==> src/rtl/regsave_pkg.sv <==
package regsave_pkg;
  localparam int XLEN       = 32;
  localparam int IDX_W      = 6;
  localparam int WORD_BYTES = XLEN / 8;
  localparam int CNT_W      = IDX_W + 2;

  typedef logic [XLEN-1:0]  word_t;
  typedef logic [IDX_W-1:0] idx_t;
  typedef logic [CNT_W-1:0] cnt_t;

  typedef enum logic [2:0] {ST_LINK, ST_GP, ST_RANGE, ST_GUARD, ST_END} step_e;
  typedef enum logic [1:0] {S_IDLE, S_ISSUE, S_WAIT, S_DONE} phase_e;

  typedef struct packed {
    step_e step;
    idx_t  idx;
  } pos_t;

  typedef struct packed {
    logic is_load;
    logic lnk;
    logic gp;
    logic grd;
    idx_t hi;
    idx_t lo;
  } cmd_t;

  function automatic pos_t at_pos(step_e s, idx_t i);
    pos_t p;
    p.step = s;
    p.idx  = i;
    return p;
  endfunction

  // first save position at or after s
  function automatic pos_t store_from(step_e s, cmd_t c);
    if (s == ST_LINK && c.lnk) return at_pos(ST_LINK, c.lo);
    if ((s == ST_LINK || s == ST_GP) && c.gp) return at_pos(ST_GP, c.lo);
    if (s != ST_GUARD && s != ST_END && c.hi >= c.lo) return at_pos(ST_RANGE, c.lo);
    if (s != ST_END && c.grd) return at_pos(ST_GUARD, c.lo);
    return at_pos(ST_END, c.lo);
  endfunction

  // first restore position at or after s (restore order: guard, range, gp, link)
  function automatic pos_t load_from(step_e s, cmd_t c);
    if (s == ST_GUARD && c.grd) return at_pos(ST_GUARD, c.hi);
    if ((s == ST_GUARD || s == ST_RANGE) && c.hi >= c.lo) return at_pos(ST_RANGE, c.hi);
    if (s != ST_LINK && s != ST_END && c.gp) return at_pos(ST_GP, c.hi);
    if (s != ST_END && c.lnk) return at_pos(ST_LINK, c.hi);
    return at_pos(ST_END, c.hi);
  endfunction

  function automatic pos_t store_next(pos_t p, cmd_t c);
    case (p.step)
      ST_LINK:  return store_from(ST_GP, c);
      ST_GP:    return store_from(ST_RANGE, c);
      ST_RANGE: return (p.idx != c.hi) ? at_pos(ST_RANGE, p.idx + idx_t'(1))
                                       : store_from(ST_GUARD, c);
      ST_GUARD: return at_pos(ST_END, c.lo);
      default:  return p;
    endcase
  endfunction

  function automatic pos_t load_next(pos_t p, cmd_t c);
    case (p.step)
      ST_GUARD: return load_from(ST_RANGE, c);
      ST_RANGE: return (p.idx != c.lo) ? at_pos(ST_RANGE, p.idx - idx_t'(1))
                                       : load_from(ST_GP, c);
      ST_GP:    return load_from(ST_LINK, c);
      ST_LINK:  return at_pos(ST_END, c.hi);
      default:  return p;
    endcase
  endfunction

  function automatic cnt_t word_count(cmd_t c);
    cnt_t n;
    n = '0;
    if (c.hi >= c.lo) n = cnt_t'(c.hi) - cnt_t'(c.lo) + cnt_t'(1);
    n = n + cnt_t'(c.lnk) + cnt_t'(c.gp) + cnt_t'(c.grd);
    return n;
  endfunction

  function automatic word_t span_bytes(cnt_t n);
    return word_t'(n) * word_t'(WORD_BYTES);
  endfunction

  function automatic word_t guard_of(word_t secret, word_t sp);
    return secret ^ sp;
  endfunction
endpackage

==> src/rtl/regsave_walker.sv <==
module regsave_walker
  import regsave_pkg::*;
(
  input  logic clk,
  input  logic rst_n,
  input  logic start,
  input  cmd_t start_cmd,
  input  logic advance,
  output pos_t pos,
  output logic last
);
  cmd_t cmd_q;
  pos_t pos_q;
  pos_t first_pos;
  pos_t next_pos;

  always_comb begin
    first_pos = start_cmd.is_load ? load_from(ST_GUARD, start_cmd)
                                  : store_from(ST_LINK, start_cmd);
    next_pos  = cmd_q.is_load ? load_next(pos_q, cmd_q) : store_next(pos_q, cmd_q);
  end

  always_ff @(posedge clk) begin
    if (!rst_n) begin
      cmd_q <= '0;
      pos_q <= at_pos(ST_END, '0);
    end else if (start) begin
      cmd_q <= start_cmd;
      pos_q <= first_pos;
    end else if (advance) begin
      pos_q <= next_pos;
    end
  end

  assign pos  = pos_q;
  assign last = (next_pos.step == ST_END);

  // a range position only exists inside a non-empty window
  a_r2_range_window: assert property (@(posedge clk) disable iff (!rst_n)
    pos_q.step == ST_RANGE |-> (cmd_q.hi >= cmd_q.lo &&
                                pos_q.idx >= cmd_q.lo && pos_q.idx <= cmd_q.hi));
endmodule

==> src/rtl/regsave_guard.sv <==
module regsave_guard
  import regsave_pkg::*;
(
  input  word_t secret,
  input  word_t sp_base,
  input  cnt_t  words,
  input  logic  is_load,
  input  word_t expect_word,
  input  word_t loaded,
  output word_t guard_word,
  output logic  mismatch
);
  word_t origin;

  // a restore rebuilds the pointer the matching save started from
  assign origin     = is_load ? (sp_base + span_bytes(words)) : sp_base;
  assign guard_word = guard_of(secret, origin);
  assign mismatch   = (loaded != expect_word);
endmodule

==> src/rtl/regsave_fault.sv <==
module regsave_fault
  import regsave_pkg::*;
(
  input  logic  clk,
  input  logic  rst_n,
  input  logic  clear,
  input  logic  set,
  input  word_t bad_word,
  output logic  fault,
  output word_t fault_data
);
  always_ff @(posedge clk) begin
    if (!rst_n) begin
      fault      <= 1'b0;
      fault_data <= '0;
    end else if (clear) begin
      fault      <= 1'b0;
    end else if (set) begin
      fault      <= 1'b1;
      fault_data <= bad_word;
    end
  end

  // sticky until the next accepted instruction
  a_r7_fault_sticky: assert property (@(posedge clk) disable iff (!rst_n)
    fault && !clear |=> fault && $stable(fault_data));
  a_r7_fault_clears: assert property (@(posedge clk) disable iff (!rst_n)
    clear |=> !fault);
endmodule

==> src/rtl/regsave_seq.sv <==
module regsave_seq
  import regsave_pkg::*;
#(
  parameter int LINK_REG = 1,
  parameter int GP_REG   = 3
) (
  input  logic             clk,
  input  logic             rst_n,
  input  logic             cmd_valid,
  output logic             cmd_ready,
  input  logic             cmd_is_load,
  input  logic [IDX_W-1:0] cmd_hi,
  input  logic [IDX_W-1:0] cmd_lo,
  input  logic             cmd_link,
  input  logic             cmd_gp,
  input  logic             cmd_guard,
  input  logic [XLEN-1:0]  sp_in,
  input  logic [XLEN-1:0]  guard_secret,
  input  logic             guard_enable,
  output logic [IDX_W-1:0] rf_raddr,
  input  logic [XLEN-1:0]  rf_rdata,
  output logic             rf_we,
  output logic [IDX_W-1:0] rf_waddr,
  output logic [XLEN-1:0]  rf_wdata,
  output logic             mem_req_valid,
  input  logic             mem_req_ready,
  output logic             mem_req_write,
  output logic [XLEN-1:0]  mem_req_addr,
  output logic [XLEN-1:0]  mem_req_wdata,
  input  logic             mem_rsp_valid,
  input  logic [XLEN-1:0]  mem_rsp_rdata,
  output logic             busy,
  output logic             done,
  output logic [XLEN-1:0]  sp_out,
  output logic             fault,
  output logic [XLEN-1:0]  fault_data
);
  localparam word_t STEP_BYTES = word_t'(WORD_BYTES);
  localparam idx_t  LINK_IDX   = idx_t'(LINK_REG);
  localparam idx_t  GP_IDX     = idx_t'(GP_REG);

  phase_e state_q, state_d;
  logic   accept;
  cmd_t   live_cmd;
  cnt_t   live_words;
  cnt_t   words_q;
  logic   is_load_q;
  logic   grd_q;
  word_t  sp_q;
  word_t  expect_q;
  word_t  guard_word;
  logic   guard_cmp;
  pos_t   pos;
  logic   last;
  logic   step_done;
  logic   rsp_here;
  logic   guard_bad;
  logic   reg_step;
  idx_t   reg_sel;

  // instruction as seen at acceptance, guard flag gated by the enable
  assign accept         = cmd_valid && cmd_ready;
  assign live_cmd.is_load = cmd_is_load;
  assign live_cmd.lnk   = cmd_link;
  assign live_cmd.gp    = cmd_gp;
  assign live_cmd.grd   = cmd_guard && guard_enable;
  assign live_cmd.hi    = cmd_hi;
  assign live_cmd.lo    = cmd_lo;
  assign live_words     = word_count(live_cmd);

  regsave_walker u_walker (
    .clk       (clk),
    .rst_n     (rst_n),
    .start     (accept),
    .start_cmd (live_cmd),
    .advance   (step_done),
    .pos       (pos),
    .last      (last)
  );

  regsave_guard u_guard (
    .secret      (guard_secret),
    .sp_base     (sp_in),
    .words       (live_words),
    .is_load     (cmd_is_load),
    .expect_word (expect_q),
    .loaded      (mem_rsp_rdata),
    .guard_word  (guard_word),
    .mismatch    (guard_cmp)
  );

  // named internal events
  assign rsp_here  = (state_q == S_WAIT) && mem_rsp_valid;
  assign guard_bad = rsp_here && (pos.step == ST_GUARD) && guard_cmp;
  assign step_done = ((state_q == S_ISSUE) && mem_req_ready && !is_load_q) ||
                     (rsp_here && !guard_bad);
  assign reg_step  = (pos.step == ST_LINK) || (pos.step == ST_GP) || (pos.step == ST_RANGE);

  always_comb begin
    case (pos.step)
      ST_LINK:  reg_sel = LINK_IDX;
      ST_GP:    reg_sel = GP_IDX;
      ST_RANGE: reg_sel = pos.idx;
      default:  reg_sel = '0;
    endcase
  end

  always_comb begin
    state_d = state_q;
    case (state_q)
      S_IDLE:  if (accept) state_d = (live_words == '0) ? S_DONE : S_ISSUE;
      S_ISSUE: if (mem_req_ready) begin
                 if (is_load_q)  state_d = S_WAIT;
                 else if (last)  state_d = S_DONE;
               end
      S_WAIT:  if (mem_rsp_valid) begin
                 if (guard_bad || last) state_d = S_DONE;
                 else                   state_d = S_ISSUE;
               end
      default: state_d = S_IDLE;
    endcase
  end

  always_ff @(posedge clk) begin
    if (!rst_n) begin
      state_q   <= S_IDLE;
      words_q   <= '0;
      is_load_q <= 1'b0;
      grd_q     <= 1'b0;
      sp_q      <= '0;
      expect_q  <= '0;
    end else begin
      state_q <= state_d;
      if (accept) begin
        words_q   <= live_words;
        is_load_q <= cmd_is_load;
        grd_q     <= live_cmd.grd;
        sp_q      <= sp_in;
        expect_q  <= guard_word;
      end else if (step_done) begin
        sp_q <= is_load_q ? (sp_q + STEP_BYTES) : (sp_q - STEP_BYTES);
      end
    end
  end

  // memory port: save pre-decrements, restore reads at the pointer
  assign mem_req_valid = (state_q == S_ISSUE);
  assign mem_req_write = !is_load_q;
  assign mem_req_addr  = is_load_q ? sp_q : (sp_q - STEP_BYTES);
  assign mem_req_wdata = (pos.step == ST_GUARD) ? expect_q : (reg_step ? rf_rdata : '0);

  assign rf_raddr = reg_sel;
  assign rf_we    = rsp_here && is_load_q && reg_step;
  assign rf_waddr = reg_sel;
  assign rf_wdata = mem_rsp_rdata;

  assign cmd_ready = (state_q == S_IDLE);
  assign busy      = (state_q != S_IDLE);
  assign done      = (state_q == S_DONE);
  assign sp_out    = sp_q;

  regsave_fault u_fault (
    .clk        (clk),
    .rst_n      (rst_n),
    .clear      (accept),
    .set        (guard_bad),
    .bad_word   (mem_rsp_rdata),
    .fault      (fault),
    .fault_data (fault_data)
  );

  // a stalled request holds still
  a_r8_req_hold: assert property (@(posedge clk) disable iff (!rst_n)
    mem_req_valid && !mem_req_ready |=> mem_req_valid && $stable(mem_req_addr) &&
                                        $stable(mem_req_write));
  // an accepted save write lands one word below the old pointer
  a_r1_store_descends: assert property (@(posedge clk) disable iff (!rst_n)
    mem_req_valid && mem_req_ready && mem_req_write |=> sp_out == $past(mem_req_addr));
  // a mismatching guard never reaches the register file
  a_r5_no_write_on_fault: assert property (@(posedge clk) disable iff (!rst_n)
    guard_bad |-> !rf_we);
  // the walker visits the guard step only when it was enabled at accept
  a_r6_guard_needs_enable: assert property (@(posedge clk) disable iff (!rst_n)
    busy && pos.step == ST_GUARD |-> grd_q);
  // a guarded restore starts with the guard word
  a_r3_guard_first: assert property (@(posedge clk) disable iff (!rst_n)
    $rose(busy) && is_load_q && grd_q |-> pos.step == ST_GUARD);
  // done is one cycle, then the block is idle
  a_r9_done_pulse: assert property (@(posedge clk) disable iff (!rst_n)
    done |=> !done && !busy);
  // an empty instruction never touches memory
  a_r10_empty_quiet: assert property (@(posedge clk) disable iff (!rst_n)
    busy && words_q == '0 |-> !mem_req_valid);
endmodule

==> config.mk <==
export PLATFORM = sky130hd
export DESIGN_NAME = regsave_seq
export DESIGN_NICKNAME = d
export VERILOG_FILES = /design/src/rtl/regsave_pkg.sv /design/src/rtl/regsave_walker.sv /design/src/rtl/regsave_guard.sv /design/src/rtl/regsave_fault.sv /design/src/rtl/regsave_seq.sv
export SDC_FILE = /design/constraint.sdc
export NUM_CORES = 1
export LEC_CHECK = 0
export ABC_AREA = 1
export BUFFER_PORTS_ARGS = -buffer_cell sky130_fd_sc_hd__buf_2
export CAP_MARGIN = 20
export CORE_ASPECT_RATIO = 0.8
export CORE_MARGIN = 4
export CORE_UTILIZATION = 45
export DETAILED_ROUTE_END_ITERATION = 8
export GPL_ROUTABILITY_DRIVEN = 0
export PLACE_DENSITY = 0.7
export RECOVER_POWER = 100
export SLEW_MARGIN = 5
export SYNTH_ARGS = -nofsm -noshare
export SYNTH_HDL_FRONTEND = slang
export SYNTH_HIERARCHICAL = 1
export SYNTH_SLANG_ARGS = --single-unit
==> constraint.sdc <==
create_clock -name clk -period 5.1 [get_ports clk]
set_clock_uncertainty 0.15 [all_clocks]
set_input_delay 0.255 -clock clk [delete_from_list [all_inputs] [get_ports clk]]
set_output_delay 0.255 -clock clk [all_outputs]
set_load 0.05 [all_outputs]
==> results of run 1 <==
[sequential cells by signal, indices dropped and copies added (netlist names)]
| name | flops |
|---|---|
| expect_q | 32 |
| is_load_q | 1 |
| sp_out | 32 |
| state_q | 2 |
| u_fault/fault | 1 |
| u_fault/fault_data | 32 |
| u_walker/cmd_q | 16 |
| u_walker/pos | 9 |
[Yosys cell counts (5+ instances only)]
| cell | count | area [µm²] |
|---|---|---|
| ha_1 | 36 | 450 |
| nor3_1 | 35 | 175 |
| a21oi_2 | 5 | 43.8 |
| xor2_1 | 67 | 587 |
| buf_2 | 16 | 80.1 |
| clkbuf_1 | 38 | 143 |
| nand3_2 | 10 | 100 |
| a31oi_1 | 12 | 75.1 |
| nand2_1 | 439 | 1650 |
| xnor2_1 | 17 | 149 |
| inv_2 | 14 | 52.6 |
| clkbuf_2 | 5 | 25.0 |
| a21oi_1 | 106 | 531 |
| nor2_4 | 8 | 90.1 |
| nand2_2 | 13 | 81.3 |
| nand3_1 | 231 | 1160 |
| buf_4 | 53 | 398 |
| nor4_1 | 7 | 43.8 |
| o211ai_1 | 10 | 75.1 |
| nand4_1 | 34 | 213 |
| o21bai_1 | 5 | 37.5 |
| or2_2 | 14 | 87.6 |
| o21ai_0 | 181 | 906 |
| buf_6 | 11 | 124 |
| dfxtp_1 | 125 | 2500 |
| nor2_1 | 190 | 713 |
| inv_1 | 252 | 946 |
| nand3b_1 | 13 | 97.6 |
| nor2_2 | 5 | 31.3 |
[metrics by stage]
step	hold WS, ns	area, µm²	power (mW)
global route	0.0249	14000	8.76
CTS	0.00292	14100	8.22
global placement	0.307	13400	6.90
detailed placement	0.318	13400	6.96
finish	0.0151	14000	8.18
floorplan	0.240	12100	5.76
[worst min-delay path: cells and delay by family]
family | cells | cell delay, ns
AND/OR/NAND/NOR | 1 | 0.08
AO/OA/AOI/OAI | 1 | 0.07
buffers and inverters | 1 | 0.14
[report_power, final]
part | total (mW) | internal (mW) | switching (mW)
sequential | 1.71 | 1.24 | 0.473
clock | 1.23 | 0.719 | 0.507
combinational | 5.24 | 1.26 | 3.99
[cell families after synthesis]
group                      Yosys count  share of synthesized area, %
and+or+nand+nor                   1017                          38.5
AOI/OAI and AO/OA                  334                          14.8
xor gates and xnor gates            85                          6.24
DFF                                125                          20.8
buffers and inverters              400                          15.2
adders and majority gates           40                          4.40
[final timing paths]
check | start | endpoint | slack [ns] | depth (start not counted)
max reg2reg | state_q[1] | sp_out[29] | 0.60 | 10
max | cmd_lo[5] | expect_q[29] | 0.37 | 31
min reg2reg | u_fault/fault_data[31] | u_fault/fault_data[31] | 0.33 | 2
min | sp_in[25] | sp_out[25] | 0.02 | 3
[area by class of cell]
| class | count | area, µm² | area share [%] |
|---|---|---|---|
| Tap cell | 357 | 447 | 3.20 |
| Clock inverter | 13 | 143 | 1.02 |
| Clock buffer | 18 | 429 | 3.07 |
| Multi-Input combinational cell | 1477 | 7760 | 55.6 |
| Sequential cell | 125 | 2500 | 17.9 |
| Inverter | 270 | 1010 | 7.27 |
| Timing Repair Buffer | 355 | 1670 | 11.9 |
[routing by layer]
layer  up-vias  GRT usage, %  part of all wire, %
met5         -             0                 0.12
met4         6          6.70                  2.4
met3        74          4.94                  9.3
met2       689          45.4                   44
met1      6402          41.6                   45
li1       6942             -                    -
[timing repair]
action | 4_1_cts | 5_1_grt
buffers inserted | 0 | 2
hold buffers | 15 | 0
gates resized for setup | 0 | 10
endpoints found under the hold margin | 15 | 0
setup endpoints to repair | 0 | 24
==> results.ini, run 1 <==
[worst_hold_path]
hold_class=in2reg

[sta]
maxSlewHeadroom_pct=-88.0
hold_violations=0
finalSetupTns_ns=0
rsz0062_at_grt=false
fin_ws_ns=0.375
fmax_ghz=0.212
fin_crit_sh_pct=92.6
finalSetupViolCount=0
worstMarginPinSlew_ns=2.82
drv_slew=160
fin_crit_ns=4.73

[logic_synthesis]
async_flop_share_pct=0
ys_seq_area_share_pct=20.8
synth_area_um2=12100
syn_avg_cell_area_um2=6.02
synth_edf_count=0
yosysWarnings=6
synthCells=2001
yosysUniqueCellTypes=56
synth_seq_cells=125
synth_nets=2191
synth-main-ff-cell=dfxtp_1

[die]
die_height_um=154
core-area_um2=26300
start_util_pct=45.8
io_pins=329
die_w_um=191
dieArea_um2=29500
rows=53

[worst_setup_path]
crit_slowest_cell=dlygate4sd3_1
end_kind=flop
path_delay_family=adder cells
max_stage_delay_ns=0.53
critPathRequiredTime_ns=5.24
path_max_fanout=6
worstPathArrival_ns=4.87
critPathLaunchType=primary input
crit_buf_inv=7
critPathMostFrequentCell=nand2_1
crit_type=in2reg

[routing]
first_iter_violations=1463
viasPerCell=5.40
drt_first_pass_iters=6
drc=0
drtAntennaViolNets=0
vias=14100
routedWlPerCell_um=17.3
totalWireLength_um=45100

[place]
dpl.hpwl_um=34400
portBuffers=328
placed_cells=2565
dpl_worst_slack_ns=0.309

[pwr]
leakage_nw=6.47
peakVddDrop_v=0.000724
power_density_nw_per_um2=586

[finish]
layout_commonest_cell=nand2_1
drive_gt1_share_pct=12.4
fin_nets=2436
stdcell_count=2615
area_growth_pct=15.8
fin_util_pct=53.0
fill_cells=2853
num_antenna_cells=0
final_cell_mix=nand2_1, inv_1, nand3_1

[global_route]
antenna_found_initial=3
grt_usage_pct=28.9
grt_max_degree=67
globalRoute.totalOverflow=0
grt_pass1_wl_um=68600
grt_pass1_vias=12600

[clocking]
root_buffer=clkbuf_16
cts_tree=done
cts_buffers=17
cts_buffer_depth=2
cts-htree-levels=4
clock-sinks=125
path_clk_slew_ns=0.06
clock_latency_ns=0.43

[run_status]
outcome=complete, but fails checks
violations=max-capacitance violations, max-slew violations

[run]
drv_cap=3

No activity file was read; power rests on OpenSTA's default activity.
==> run 2, diff against run 1 <==
- ABC_AREA: 1 -> 0
- PLACE_DENSITY: 0.7 -> 0.72
==> run 2 against run 1 <==
Against the previous run:
- the run still ends with max-capacitance violations, max-slew violations left
- synthesized area down 15%
- combinational power down 33%
- clock-buffer cell count unchanged
- routed wire length decreased by 20%
- sequential power shrank 11%
- critical path depth decreased by 6
- sequential share of layout area increased by 1.9 points
- critical path type unchanged
- critical endpoint is now expect_q[25]
- largest cell class unchanged
- highest routed layer unchanged
==> results.ini, run 2 <==
[worst_setup_path]
startpoint=cmd_hi[0]
reg2reg_slack_ns=0.61  ; about the same
end_kind=flop
r2r_end=sp_out[31]
critPathCapture=expect_q[25]
critPathLaunchType=primary input
critPathRequiredTime_ns=5.29  ; +0.05 ns
crit_type=in2reg
worstPathArrival_ns=5.05  ; +0.18 ns
r2r_start=expect_q[30]
reg2reg_depth=14  ; +4
path_max_fanout=5  ; -1

[logic_synthesis]
synthAdderAreaFrac_pct=5.30  ; +0.90 points
synthTopCellsByCount=nand2_1, dfxtp_1, xnor2_1, nor2_1, a21oi_1
synth_seq_cells=125  ; unchanged
syn_avg_cell_area_um2=7.82  ; +30%
synth-main-ff-cell=dfxtp_1
synth_simple_gate_area_share_pct=23.4  ; -15 points
synth_top_area_cell=dfxtp_1
yosys.area_share.xor_xnor_pct=14.3  ; +8.1 points
yosysWarnings=6  ; unchanged
yosys-top-cells-area=dfxtp_1, xnor2_1, nand2_1
synth_edf_count=0  ; unchanged
yosys.area.top_type_share_pct=24.5  ; +3.7 points
ys_seq_area_share_pct=24.5  ; +3.7 points
synth.most_common_cell=nand2_1
synthMuxAreaShare_pct=6.22  ; +6.2 points
synth_nets=1496  ; -32%
synthCells=1306  ; -35%
synth-compound-area-share_pct=17.7  ; +2.9 points
synth_area_um2=10200  ; -15%
yosysUniqueCellTypes=91  ; +63%
async_flop_share_pct=0  ; unchanged
synth_top_family_by_area=simple AND/OR/NAND/NOR gates

[clocking]
cts-htree-levels=4  ; unchanged
cts_setup_buffers=0  ; unchanged
root_buffer=clkbuf_16
path_clk_slew_ns=0.07  ; about the same
cts_buffers=17  ; unchanged
cts_buffer_depth=2  ; unchanged
clock_latency_ns=0.42  ; about the same
cts_tree=done
clock-sinks=125  ; unchanged

[sta]
hold_slack_ns=0.00211  ; -0.0130 ns
finalSetupTns_ns=0  ; unchanged
worstMarginPinSlew_ns=1.95  ; -0.871 ns
fin_crit_ns=4.86  ; +0.130 ns
hold_violations=0  ; unchanged
fin_crit_sh_pct=95.2  ; +2.6 points
fin_ws_ns=0.244  ; -0.130 ns
drv_slew=110  ; -31%
finalSetupViolCount=0  ; unchanged
maxSlewHeadroom_pct=-29.9  ; +58 points
rsz0062_at_grt=false
fmax_ghz=0.206  ; -2.7%

[run]
drv_cap=4  ; +1

[die]
die_height_um=143  ; -7.5%
io_pins=329  ; unchanged
core-area_um2=22400  ; -15%
start_util_pct=45.7  ; -0.11 points
dieArea_um2=25200  ; -15%
die_w_um=176  ; -7.6%
rows=49  ; -7.5%

[place]
dpl.hpwl_um=27200  ; -21%
place_area_um2=11900  ; -11%
portBuffers=328  ; unchanged
dpl_worst_slack_ns=-0.194  ; -0.503 ns

[routing]
vias=10800  ; -23%
viasPerCell=5.58  ; +3.3%
routedWlPerCell_um=18.5  ; +7.1%
drtAntennaViolNets=0  ; unchanged
first_iter_violations=897  ; -39%
drc=0  ; unchanged
totalWireLength_um=35900  ; -20%
drt_first_pass_iters=8  ; +2

[finish]
drive_gt1_share_pct=16.1  ; +3.7 points
stdcell_area_um2=12600  ; -9.6%
layout_commonest_cell=nand2_1
area_growth_pct=23.5
fill_cells=2191  ; -23%
fin_nets=1815  ; -25%
final_cell_mix=nand2_1, clkbuf_1, buf_2

[pwr]
power_frac_comb_pct=55.8  ; -8.3 points
leakage_nw=5.00  ; -23%
clkPwrFrac_pct=19.8  ; +4.8 points
power_density_nw_per_um2=496  ; -15%
p_int_mw=2.89  ; -10%
sw_frac_of_total_pct=53.8  ; -6.8 points
seqPwrFrac_pct=24.3  ; +3.4 points
power_switching_mw=3.37  ; -32%
peakVddDrop_v=0.000466  ; -36%

[global_route]
grt_pass1_wl_um=54600  ; -20%
antenna_found_initial=2  ; -1
grt_pass1_vias=10100  ; -20%
globalRoute.totalOverflow=0  ; unchanged
grt_usage_pct=27.0  ; -2.0 points
grt_max_degree=84  ; +25%

[run_status]
outcome=complete, but fails checks
violations=max-capacitance violations, max-slew violations

[worst_hold_path]
hold_class=in2reg

==> run 2: cell count changes after synthesis, moves of 12 or more <==
cell,before,now
nor2_1,190,89
nand3b_1,13,1
nand3_1,231,27
nor3_1,35,22
inv_1,252,44
xnor2_1,17,109
a21oi_1,106,84
o21ai_0,181,43
a211oi_1,2,17
nand2_1,439,206
mux2i_1,0,59
a22o_1,0,33
==> run 2: per-stage QoR <==
step | instances | util (%) | power, mW
finish | 1945 | 56.4 | 6.26
global route | 1945 | 56.4 | 6.59
CTS | 1943 | 57.6 | 6.36
detailed placement | 1868 | 53.1 | 5.08
global placement | 1868 | 53.1 | 5.02
floorplan | 1306 | - | 4.23
==> run 2: worst min-delay path by stage <==
stage / slack (ns) / cells past startpoint / from / endpoint
after CTS: 0.002 / 4 / guard_secret[4] / expect_q[4]
final: 0.002 / 4 / guard_secret[3] / expect_q[3]
after detailed placement: 0.29 / 2 / u_fault/fault_data[28] / u_fault/fault_data[28]
after global placement: 0.29 / 2 / u_fault/fault_data[22] / u_fault/fault_data[22]
after floorplan: 0.24 / 2 / cmd_is_load / is_load_q
after global routing: 0.02 / 4 / guard_secret[3] / expect_q[3]
==> run 2: critical path: stages <==
cell	delay, ns
buf_2	0.08
inv_1	0.05
ha_1	0.29
nand2b_1	0.10
a211oi_1	0.09
o41a_1	0.39
nand2b_1	0.16
fa_1	0.49
inv_1	0.04
ha_1	0.20
fa_1	0.38
o21a_1	0.19
a31o_2	0.21
mux2i_2	0.21
xnor2_1	0.15
nor2_1	0.06
ha_1	0.35
o211ai_1	0.13
o211ai_1	0.30
a31oi_2	0.14
buf_4	0.18
nor3b_1	0.26
xnor2_1	0.15
nand2_1	0.06
a21oi_1	0.13
==> run 2: metal layers <==
layer  vias up  part of all wire [%]  track usage, %
li1       5159                     -               -
met3        61                   7.1            4.18
met5         -                 0.022               0
met4         2                   2.6            8.95
met2       511                    48            45.6
met1      5111                    42            35.4
==> run 2: cells by family after synthesis <==
group | after synthesis
AOI/OAI and AO/OA | 271
DFF | 125
adders and majority gates | 41
and+or+nand+nor | 478
xor gates and xnor gates | 167
muxes | 63
buffers and inverters | 161
==> run 2: layout make-up <==
class | count | area (µm²) | area share (%)
antenna | 1 | 2.50 | 0.0198
clock buffer | 18 | 439 | 3.48
clock inverter | 14 | 158 | 1.25
inverter | 48 | 180 | 1.43
multi-input combinational | 1020 | 6810 | 54.0
sequential | 125 | 2500 | 19.8
tap | 306 | 383 | 3.03
timing repair buffer | 413 | 2150 | 17.0
==> run 2: power groups by stage <==
stage	combinational, mW	sequential [mW]	clock [mW]
final	3.50	1.53	1.24
after global placement	3.48	1.55	0
after floorplan	2.64	1.59	0
after global routing	3.72	1.56	1.31
after CTS	3.57	1.53	1.26
after detailed placement	3.53	1.55	0
==> run 2: repair_timing <==
action / in CTS / in global routing
endpoints found under the hold margin: 43 / 0
resized for setup: 0 / 4
endpoints found under the setup margin: 0 / 21
hold buffers: 43 / 0
